## src/rtl/nl_pkg.sv

```systemverilog
package nl_pkg;
  typedef enum logic [1:0] {
    OP_ADD  = 2'b00,
    OP_SUB  = 2'b01,
    OP_MUL  = 2'b10,
    OP_ZERO = 2'b11
  } nl_op_e;

  // one-hot lane control produced by the decoder
  typedef struct packed {
    logic add;
    logic sub;
    logic mul;
  } nl_ctl_t;
endpackage

```

## src/rtl/nl_lane.sv

```systemverilog
module nl_lane
  import nl_pkg::*;
#(
  parameter int DW = 4
) (
  input  logic [DW-1:0] a,
  input  logic [DW-1:0] b,
  input  nl_ctl_t       ctl,
  output logic [DW-1:0] y
);
  logic [DW-1:0] sum_w;
  logic [DW-1:0] dif_w;
  logic [DW-1:0] prd_w;
  logic [DW-1:0] pp  [DW];
  logic [DW-1:0] acc [DW+1];

  // modular add and subtract: the carry out of the top bit is dropped
  assign sum_w = a + b;
  assign dif_w = a - b;

  // shift-and-add multiplier, each partial product already cut to DW bits
  assign acc[0] = '0;
  for (genvar k = 0; k < DW; k++) begin : g_pp
    assign pp[k]    = b[k] ? (a << k) : '0;
    assign acc[k+1] = acc[k] + pp[k];
  end
  assign prd_w = acc[DW];

  assign y = ({DW{ctl.add}} & sum_w)
           | ({DW{ctl.sub}} & dif_w)
           | ({DW{ctl.mul}} & prd_w);
endmodule

```

## src/rtl/nl_opdec.sv

```systemverilog
module nl_opdec
  import nl_pkg::*;
(
  input  logic       en,
  input  logic [1:0] op_sel,
  output nl_ctl_t    ctl
);
  always_comb begin
    ctl = '0;
    if (en) begin
      case (nl_op_e'(op_sel))
        OP_ADD:  ctl.add = 1'b1;
        OP_SUB:  ctl.sub = 1'b1;
        OP_MUL:  ctl.mul = 1'b1;
        default: ctl = '0;
      endcase
    end
  end
endmodule

```

## src/rtl/nl_outstage.sv

```systemverilog
module nl_outstage #(
  parameter int W       = 32,
  parameter bit OUT_REG = 1'b0
) (
  input  logic         clk,
  input  logic         rst_n,
  input  logic [W-1:0] d,
  output logic [W-1:0] q
);
  if (OUT_REG) begin : g_reg
    always_ff @(posedge clk or negedge rst_n) begin
      if (!rst_n) q <= '0;
      else        q <= d;
    end
  end else begin : g_wire
    logic unused_clk_rst;
    assign unused_clk_rst = clk ^ rst_n;
    assign q = d;
  end
endmodule

```

## src/rtl/nl_simd_cluster.sv

```systemverilog
module nl_simd_cluster
  import nl_pkg::*;
#(
  parameter int LANES   = 8,
  parameter int DW      = 4,
  parameter bit OUT_REG = 1'b0
) (
  input  logic                clk,
  input  logic                rst_n,
  input  logic                en,
  input  logic [1:0]          op_sel,
  input  logic [LANES*DW-1:0] opnd_a,
  input  logic [LANES*DW-1:0] opnd_b,
  output logic [LANES*DW-1:0] result
);
  localparam int W = LANES * DW;

  nl_ctl_t      ctl;
  logic [W-1:0] lane_y;

  nl_opdec u_dec (
    .en     (en),
    .op_sel (op_sel),
    .ctl    (ctl)
  );

  for (genvar i = 0; i < LANES; i++) begin : g_lane
    nl_lane #(.DW(DW)) u_lane (
      .a   (opnd_a[i*DW +: DW]),
      .b   (opnd_b[i*DW +: DW]),
      .ctl (ctl),
      .y   (lane_y[i*DW +: DW])
    );
  end

  nl_outstage #(.W(W), .OUT_REG(OUT_REG)) u_out (
    .clk   (clk),
    .rst_n (rst_n),
    .d     (lane_y),
    .q     (result)
  );
endmodule

```

## config.mk

```make
export PLATFORM = sky130hd
export DESIGN_NAME = nl_simd_cluster
export DESIGN_NICKNAME = d
export VERILOG_FILES = /design/src/rtl/nl_pkg.sv /design/src/rtl/nl_lane.sv /design/src/rtl/nl_opdec.sv /design/src/rtl/nl_outstage.sv /design/src/rtl/nl_simd_cluster.sv
export SDC_FILE = /design/constraint.sdc
export NUM_CORES = 1
export LEC_CHECK = 0
export ABC_AREA = 1
export BUFFER_PORTS_ARGS = -buffer_cell sky130_fd_sc_hd__buf_2
export CORE_ASPECT_RATIO = 0.9
export CORE_MARGIN = 2
export CORE_UTILIZATION = 45
export DETAILED_ROUTE_END_ITERATION = 10
export PLACE_DENSITY = 0.81
export RECOVER_POWER = 100
export SETUP_SLACK_MARGIN = 0.15
export SYNTH_ARGS = -nofsm -noshare
export SYNTH_HDL_FRONTEND = slang
export SYNTH_HIERARCHICAL = 1
export SYNTH_SLANG_ARGS = --single-unit
```

## constraint.sdc

```tcl
create_clock -name vclk -period 2.37
set_clock_uncertainty 0.1 [all_clocks]
set_input_delay 0.3555 -clock vclk [all_inputs]
set_output_delay 0.3555 -clock vclk [all_outputs]
set_load 0.01 [all_outputs]
```

==> results of run 1 <==
through the flow:
step	area (sq um)	hold WS [ps]	setup slack (ps)	total power, mW	setup TNS, ps
global placement	5000	1139	-60.33	0.8844	-76.10
CTS	5160	1142	-27.56	0.9456	-47.01
global route	5298	1171	-112.3	1.108	-555.0
finish	5298	1135	5.209	0.9651	0
floorplan	4170	903.9	121.1	0.6232	0
detailed placement	5000	1134	-74.06	0.9119	-337.8
power groups by stage:
stage	combinational, mW	clock, mW	sequential [mW]
final	0.965	0.000000113	0
after global routing	1.11	0.000000113	0
after CTS	0.946	0	0
after detailed placement	0.912	0	0
after global placement	0.884	0	0
after floorplan	0.623	0	0
what timing repair did:
item,4_1_cts,5_1_grt
setup endpoints to repair,9,16
pin swaps,26,30
setup buffers,3,3
gates resized for setup,37,38
worst min-delay path, stage by stage:
cell      delay, ps
buf_2            90
buf_4           120
ha_1            110
o21ai_0          80
clkbuf_1        130
layer usage:
metal  vias to the layer above  part of all wire, %
met5                         -                    0
met4                         0                  1.8
met3                        14                  3.9
met2                        89                   50
met1                      1985                   44
li1                       2292                    -
cell usage in the layout, fill, tap and decap left out:
master / Yosys / layout
nor2_1: 19 / 16
fa_2: 0 / 3
a21oi_1: 16 / 15
nand2_2: 4 / 10
fa_1: 24 / 21
nand3_2: 0 / 3
ha_4: 0 / 10
diode_2: 0 / 2
nand3_1: 84 / 81
xor2_1: 12 / 8
buf_8: 0 / 11
ha_2: 0 / 14
inv_1: 109 / 96
buf_6: 0 / 8
or2_0: 4 / 4
o211ai_1: 8 / 8
buf_2: 0 / 59
inv_2: 12 / 25
xor2_2: 4 / 8
o21ai_1: 4 / 4
xnor2_1: 20 / 20
buf_4: 32 / 65
a21oi_2: 8 / 9
nand3b_1: 8 / 8
clkbuf_2: 0 / 3
nor2_2: 0 / 3
o21ai_0: 12 / 12
nand2_1: 215 / 209
ha_1: 64 / 40
clkbuf_1: 0 / 19
cells by family (layout without fill, tap and decap cells):
family	count (synthesis)	after routing	synth area share (%)
buffers and inverters	153	286	17.27
XOR/XNOR	36	36	8.590
other	0	2	0
AO/OA/AOI/OAI	48	48	7.221
AND/OR/NAND/NOR	334	334	35.04
adder cells (fa/ha/maj)	88	88	31.87
cells in the mapped netlist:
master    instances
o21ai_1           4
nand3b_1          8
inv_1           109
a21oi_1          16
o21ai_0          12
or2_0             4
inv_2            12
ha_1             64
fa_1             24
nand3_1          84
o211ai_1          8
a21oi_2           8
xor2_2            4
nand2_1         215
xnor2_1          20
nand2_2           4
nor2_1           19
xor2_1           12
buf_4            32
path summary, 6_finish.rpt:
kind / depth (start not counted) / slack [ps] / endpoint
min: 5 / 1140 / result[0]
max: 13 / 5 / result[11]
area by class of cell:
type / count / area, sq um
multi-input cells: 506 / 3565
inverters: 121 / 454.2
well taps: 119 / 148.9
diodes: 2 / 5.005
repair buffers: 165 / 1125
fillers: 804 / 3311
==> reports/qor.csv, run 1 <==
stage,metric,value,unit
synth,synth_area,4020,sq um
final_layout,seq_cell_count,0,
run,maxCapViolCount,0,
global_routing,use_met1,26.52,%
pwr,p_int,0.4346,mW
route,dr.first_iter.drc_count,136,
route,ant_nets,0,
synth,syn_inst,659,
placement,dp_hpwl,8061,um
synth,synth-seq-area-share,0,%
floorplanning,die_height,93.67,um
floorplanning,start_util,46.70,%
hold_path,hold_start,opnd_b[0],
worst_setup_path,worstSetupStartpoint,opnd_b[9],
worst_setup_path,cp_cell_sequence,"buf_8, ha_4, inv_2, fa_1, inv_1, ha_2, inv_2, xor2_2, inv_1, nand3_1, nand3_1, nand2_1, buf_2",
worst_setup_path,path_class,in2out,
worst_setup_path,end_kind,output port,
pwr,power_switching_share,54.96,%
synth,ys_types,19,
global_routing,grt_max_degree,33,
global_routing,antenna_found_initial,2,
pwr,p_leak,2.945,nW
worst_setup_path,start_kind,input pin,
timing,fin_crit_sh,99.78,%
synth,syn_nets,816,
worst_setup_path,worstPathRequired,1910,ps
global_routing,met3_usage,1.526,%
timing,max_slew.worst_pin.slew,591.7,ps
global_routing,gr-usage-all-layers,21.43,%
global_routing,use_met2,41.45,%
timing,rsz0062_at_grt,yes,
final_layout,nClkBuffers,0,
synth,synth_area_leaders,"nand2_1, ha_1, fa_1, nand3_1, inv_1",
pwr,vdd_drop_max,0.09644,mV
global_routing,grt.busiest_layer,met2,
final_layout,instances_no_fill,913,
global_routing,grt_pass1_wl,18240,um
pwr,switching_power,0.5305,mW
worst_setup_path,crit_family,adder cells,
synth,yosys_warnings,6,
worst_setup_path,critical_path.max_stage_delay,480,ps
floorplanning,ioPinCount,101,
pwr,p_seq_share,0,%
timing,relSlewSlack,60.55,%
worst_setup_path,slowest_stage,fa_1,
synth,synth.top_cell.area_share,20.07,%
synth,syn_area_per_cell,6.100,sq um
floorplanning,rows,32,
floorplanning,core_area,8608,sq um
route,dr_total_vias,4380,
final_layout,final_nets,951,
global_routing,first_global_vias,4333,
worst_setup_path,path_max_fanout,2,
final_layout,fin_util,61.54,%
final_layout,register_area,0,sq um
floorplanning,die_x,103.6,um
timing,fmax,0.4229,GHz
pwr,combPwrFrac,100.0,%
synth,synth_top_area_cell,nand2_1,
worst_setup_path,arrival,1910,ps
clocking,postCtsHoldBufs,0,
timing,finalHoldViolations,0,
pwr,p_clk_share,0,%
route,drt_pass1_iterations,4,
route,wl_per_cell,10.94,um
worst_setup_path,worst-path-buf-inv,6,
placement,dp.cells,905,
route,drcViolationCount,0,
final_layout,area_growth,31.78,%
route,vias_per_cell,4.797,
timing,drv_slew,0,
pwr,powerDensity,182.2,nW/um^2
global_routing,grt.overflow.total,0,
hold_path,hold_path.class,in2out,
outcome,status,"finished, final reports clean",
route,routed_wl,9988,um
final_layout,drive_gt1_share,29.17,%
timing,finalSetupViolations,0,
floorplanning,dieArea,9707,sq um
timing,finalCriticalPeriod,2365,ps
placement,portBuffers,99,
placement,gp_congestion,0.8449,
Power figures use the tool's default switching activity.
==> run 2, diff against run 1 <==
--- a/config.mk
+++ b/config.mk
@@ -7,7 +7,7 @@
 export LEC_CHECK = 0
 export ABC_AREA = 1
 export BUFFER_PORTS_ARGS = -buffer_cell sky130_fd_sc_hd__buf_2
-export CORE_ASPECT_RATIO = 0.9
+export CORE_ASPECT_RATIO = 0.8
 export CORE_MARGIN = 2
 export CORE_UTILIZATION = 45
 export DETAILED_ROUTE_END_ITERATION = 10
==> run 2 against run 1 <==
Compared with the run above:
- design area fell by 0.71%
- wire length rose by 0.37%
- worst hold slack improved by 6.0 ps
- maximum frequency rose by 0.76%
- core utilization fell by 0.35 points
- first-iteration DRC count rose by 21%
- non-clock buffer count fell by 3
- largest power group unchanged
==> reports/qor.csv, run 2 (same netlist as run 1, synthesis figures left out) <==
stage,metric,value,unit,change
outcome,status,"finished, final reports clean",,
timing,fin_crit_sh,99.03,%,-0.75 points
global_routing,gr-usage-all-layers,20.31,%,-1.1 points
timing,drv_slew,0,,unchanged
final_layout,fillers,817,,+1.6%
timing,relSlewSlack,49.71,%,-11 points
floorplanning,rows,30,,-6.3%
floorplanning,ioPinCount,101,,unchanged
route,wl_met2,4901,um,-1.4%
floorplanning,die_height,88.54,um,-5.5%
pwr,powerDensity,182.4,nW/um^2,+0.10%
route,routed.top_layer,met4,,
worst_setup_path,start_kind,input pin,,
route,dr.first_iter.drc_count,164,,+21%
timing,fmax,0.4261,GHz,+0.76%
route,dr_total_vias,4296,,-1.9%
placement,gp_congestion,0.8089,,-4.3%
global_routing,grt_max_degree,33,,unchanged
route,dr_wl_met3,402,um,+2.8%
global_routing,grt_pass1_wl,16570,um,-9.1%
final_layout,drive_gt1_share,28.39,%,-0.78 points
worst_setup_path,arrival,1890,ps,-20 ps
timing,finalHoldViolations,0,,unchanged
global_routing,grt.overflow.total,0,,unchanged
placement,portBuffers,99,,unchanged
global_routing,antenna_found_initial,0,,-2
timing,rsz0062_at_grt,yes,,
final_layout,seq_cell_count,0,,unchanged
worst_setup_path,worstSetupStartpoint,opnd_a[13],,
worst_setup_path,slowest_stage,fa_1,,
final_layout,area_growth,30.84,%,
worst_setup_path,endpoint,result[15],,
route,vias_per_cell,4.768,,-0.61%
worst_setup_path,end_kind,output port,,
hold_path,hold_path.class,in2out,,
pwr,p_leak,2.946,nW,about the same
global_routing,first_global_vias,3976,,-8.2%
final_layout,final_cell_mix,"nand2_1, inv_1, nand3_1, buf_2, buf_4",,
placement,dp_slack,-101.8,ps,-27.72 ps
placement,dp_hpwl,7962,um,-1.2%
final_layout,nClkBuffers,0,,unchanged
timing,setup_tns,0,ps,unchanged
final_layout,layout_commonest_cell,nand2_1,,
floorplanning,core_area,8596,sq um,-0.15%
route,ant_nets,0,,unchanged
worst_setup_path,cp_cell_sequence,"buf_8, ha_4, inv_2, fa_1, inv_1, ha_2, inv_2, xor2_1, inv_1, nand3_2, nand3_2, nand2_1, buf_2",,
route,wl_per_cell,11.13,um,+1.7%
timing,max_slew.worst_pin.slew,754.3,ps,+162.6 ps
timing,finalCriticalPeriod,2347,ps,-17.74 ps
worst_setup_path,worstPathRequired,1910,ps,about the same
floorplanning,die_x,109.7,um,+5.8%
worst_setup_path,path_max_fanout,2,,unchanged
final_layout,register_area,0,sq um,unchanged
route,routed_wl,10030,um,+0.37%
floorplanning,dieArea,9711,sq um,about the same
floorplanning,start_util,46.77,%,+0.068 points
run,maxCapViolCount,0,,unchanged
worst_setup_path,path_class,in2out,,
route,drcViolationCount,0,,unchanged
route,wl_met1,4702,um,+5.9%
timing,finalSetupViolations,0,,unchanged
timing,layout_setup_ws,22.95,ps,+17.74 ps
pwr,vdd_drop_max,0.08186,mV,-15%
final_layout,final_nets,948,,-0.32%
final_layout,multi_input_area,3538,sq um,-0.74%
worst_setup_path,critical_path.max_stage_delay,400,ps,-80 ps
final_layout,diodes,0,,-2
route,drt_pass1_iterations,5,,+1
## run 2: changes by cell type in the layout (fill, tap and decap cells not counted), moves of 2 or more
cell / previous run / this run
buf_4: 65 / 60
buf_12: 0 / 2
diode_2: 2 / 0
buf_2: 59 / 62
buf_6: 8 / 6
ha_2: 14 / 10
ha_1: 40 / 45
fa_1: 21 / 19
clkbuf_1: 19 / 17
fa_2: 3 / 5
## run 2: per-stage QoR
step	hold slack (ps)	util (%)	instance area, sq um	instances	power [mW]
after floorplan	903.9	-	4170	659	0.6232
after global placement	1140	58.41	5021	897	0.8897
after detailed placement	1143	58.41	5021	897	0.9130
after CTS	1144	60.35	5187	900	0.9482
after global routing	1181	61.19	5260	901	1.091
final	1141	61.19	5260	901	0.9593
## run 2: how the worst min path moves through the flow
stage | start | end | depth (start not counted)
finish | opnd_b[12] | result[12] | 5
CTS | opnd_b[12] | result[12] | 5
detailed placement | opnd_b[12] | result[12] | 5
floorplan | opnd_b[0] | result[0] | 3
global placement | opnd_b[4] | result[4] | 5
global route | opnd_b[12] | result[12] | 5
## run 2: final cells by class
cell class | count | share of cell area, %
repair buffers | 162 | 21.43
well taps | 112 | 2.664
inverters | 121 | 8.635
multi-input cells | 506 | 67.27
## run 2: repair_timing
action | in CTS | in global routing
gates cloned | 0 | 0
setup buffers | 3 | 1
hold buffers | 0 | 0
pin swaps | 29 | 16
resized for setup | 41 | 25
setup endpoints to repair | 10 | 14
## run 2: worst max-delay path: cells and delay by family
kind	cells	cell delay, ps
adders and majority gates	3	730
buffers and inverters	6	450
xor gates and xnor gates	1	170
and+or+nand+nor	3	170
## run 2: report_power, final
part | switching [mW] | internal (mW)
Sequential | 0 | 0
Combinational | 0.528 | 0.431
Clock | 0 | 0
Total | 0.528 | 0.431
## run 2: metal layers
metal	up-vias	track usage (%)
met5	-	0
met4	0	1.036
met3	2	0.8837
met2	85	38.50
met1	1929	26.83
li1	2280	-
==> run 3, diff against run 2 <==
--- a/config.mk
+++ b/config.mk
@@ -11,7 +11,7 @@
 export CORE_MARGIN = 2
 export CORE_UTILIZATION = 45
 export DETAILED_ROUTE_END_ITERATION = 10
-export PLACE_DENSITY = 0.81
+export PLACE_DENSITY = 0.78
 export RECOVER_POWER = 100
 export SETUP_SLACK_MARGIN = 0.15
 export SYNTH_ARGS = -nofsm -noshare
==> run 3 against run 2 <==
Compared with the run above:
- the flow now finishes with violations (negative setup slack)
- cell count increased by 0.11%
- design area decreased by 0.21%
- combinational power increased by 1%
- global-route usage increased by 2.0 points
- power increased by 1.4%
- die area unchanged
==> reports/qor.csv, run 3 (same netlist as run 1, synthesis figures left out) <==
stage,metric,value,unit,change
outcome,status,"complete, but fails checks",,
outcome,violations,negative setup slack,,
final_layout,final_nets,949,,+0.11%
route,dr_total_vias,4495,,+4.6%
floorplanning,dieArea,9711,sq um,unchanged
final_layout,seq_cell_count,0,,unchanged
timing,layout_setup_ws,-1.195,ps,-24.14 ps
final_layout,diodes,0,,unchanged
global_routing,grt.overflow.total,0,,unchanged
timing,drv_slew,0,,unchanged
route,drcViolationCount,0,,unchanged
floorplanning,start_util,46.77,%,unchanged
final_layout,register_area,0,sq um,unchanged
timing,max_slew.worst_pin.slew,646.6,ps,-107.8 ps
timing,fmax,0.4217,GHz,-1.0%
worst_setup_path,critical_path.max_stage_delay,480,ps,+80 ps
floorplanning,ioPinCount,101,,unchanged
pwr,total_power,0.9730,mW,+1.4%
worst_setup_path,path_max_fanout,2,,unchanged
placement,portBuffers,99,,unchanged
final_layout,nClkBuffers,0,,unchanged
global_routing,antenna_found_initial,0,,unchanged
final_layout,final_cell_mix,"nand2_1, inv_1, nand3_1, buf_4, buf_2",,
global_routing,grt_max_degree,33,,unchanged
worst_setup_path,end_kind,output port,,
pwr,p_seq_share,0,%,unchanged
floorplanning,die_x,109.7,um,unchanged
timing,relSlewSlack,56.90,%,+7.2 points
final_layout,instances_no_fill,902,,+0.11%
timing,finalCriticalPeriod,2371,ps,+24.14 ps
pwr,vdd_drop_max,0.08746,mV,+6.8%
worst_setup_path,cp_cell_sequence,"buf_8, ha_4, inv_2, fa_1, inv_1, ha_2, inv_2, xor2_2, inv_1, nand3_1, nand3_1, nand2_1, buf_2",,
floorplanning,die_height,88.54,um,unchanged
floorplanning,rows,30,,unchanged
placement,dp_hpwl,8684,um,+9.1%
placement,dp.cells,892,,-0.56%
worst_setup_path,worstSetupStartpoint,opnd_a[17],,
clocking,postCtsHoldBufs,0,,unchanged
timing,rsz0062_at_grt,yes,,
timing,finalSetupViolations,1,,+1
worst_setup_path,worstPathRequired,1910,ps,about the same
pwr,powerDensity,185.4,nW/um^2,+1.6%
run,maxCapViolCount,0,,unchanged
pwr,switching_power,0.5407,mW,+2.4%
hold_path,hold_path.class,in2out,,
floorplanning,core_area,8596,sq um,unchanged
timing,finalHoldViolations,0,,unchanged
route,wl_per_cell,11.96,um,+7.5%
global_routing,first_global_vias,4555,,+15%
route,drt_pass1_iterations,4,,-1
pwr,p_clk_share,0,%,unchanged
global_routing,grt_pass1_wl,18290,um,+10%
pwr,combPwrFrac,100.0,%,about the same
pwr,p_leak,2.929,nW,-0.59%
route,routed_wl,10790,um,+7.6%
route,dr.first_iter.drc_count,149,,-9.1%
placement,gp_congestion,0.8619,,+6.6%
worst_setup_path,arrival,1920,ps,+30 ps
pwr,p_int,0.4323,mW,+0.26%
worst_setup_path,slowest_stage,fa_1,,
route,ant_nets,0,,unchanged
worst_setup_path,endpoint,result[19],,
timing,fin_crit_sh,100.1,%,+1.0 points
global_routing,gr-usage-all-layers,22.29,%,+2.0 points
pwr,power_switching_share,55.57,%,+0.52 points
worst_setup_path,start_kind,input pin,,
route,vias_per_cell,4.983,,+4.5%
final_layout,drive_gt1_share,27.97,%,-0.42 points
final_layout,area_growth,30.56,%,
final_layout,layout_commonest_cell,nand2_1,,
worst_setup_path,path_class,in2out,,
run 3: per-stage QoR:
step	hold WS (ps)	setup slack, ps	cell area [sq um]	utilization, %	setup TNS, ps
floorplan	903.9	121.1	4170	-	0
global placement	1131	-62.72	4959	57.69	-68.50
detailed placement	1135	-90.52	4959	57.69	-324.2
CTS	1142	-18.87	5155	59.97	-26.60
global route	1181	-85.32	5249	61.06	-489.1
finish	1132	-1.195	5249	61.06	-1.195
run 3: cell type report:
cell class | count | area [sq um]
multi-input combinational | 506 | 3533
inverter | 121 | 454.2
fill | 798 | 3347
tap | 112 | 140.1
timing repair buffer | 163 | 1121
run 3: power by group through the flow:
| stage | combinational [mW] | clock [mW] | sequential (mW) |
|---|---|---|---|
| finish | 0.973 | 0 | 0 |
| global route | 1.10 | 0 | 0 |
| detailed placement | 0.921 | 0 | 0 |
| CTS | 0.959 | 0 | 0 |
| global placement | 0.870 | 0 | 0 |
| floorplan | 0.623 | 0 | 0 |
run 3: what timing repair did:
item	4_1_cts	5_1_grt
setup buffers	6	4
pin swaps	29	22
setup endpoints to repair	11	16
gates resized for setup	43	26
run 3: worst min path at each step:
| stage | slack (ps) | endpoint | start | cells after the start |
|---|---|---|---|---|
| 4_1_cts | 1140 | result[24] | opnd_b[24] | 5 |
| 3_3_place_gp | 1130 | result[0] | opnd_b[0] | 5 |
| 3_5_place_dp | 1130 | result[0] | opnd_b[0] | 5 |
| 2_1_floorplan | 900 | result[0] | opnd_b[0] | 3 |
| 6_report | 1130 | result[0] | opnd_b[0] | 5 |
| 5_1_grt | 1180 | result[8] | opnd_b[8] | 5 |
run 3: critical path: cells and delay by family:
kind,cells,cell delay [ps]
and+or+nand+nor,3,230
adders and majority gates,3,780
xor gates and xnor gates,1,150
buffers and inverters,6,400
run 3: routing by layer:
layer  GRT usage (%)  vias up  wire [um]
met2           45.40      126       5612
li1                -     2281          -
met3          0.8837       22        454
met5               0        -          0
met4           4.948        0        179
met1           25.55     2066       4543
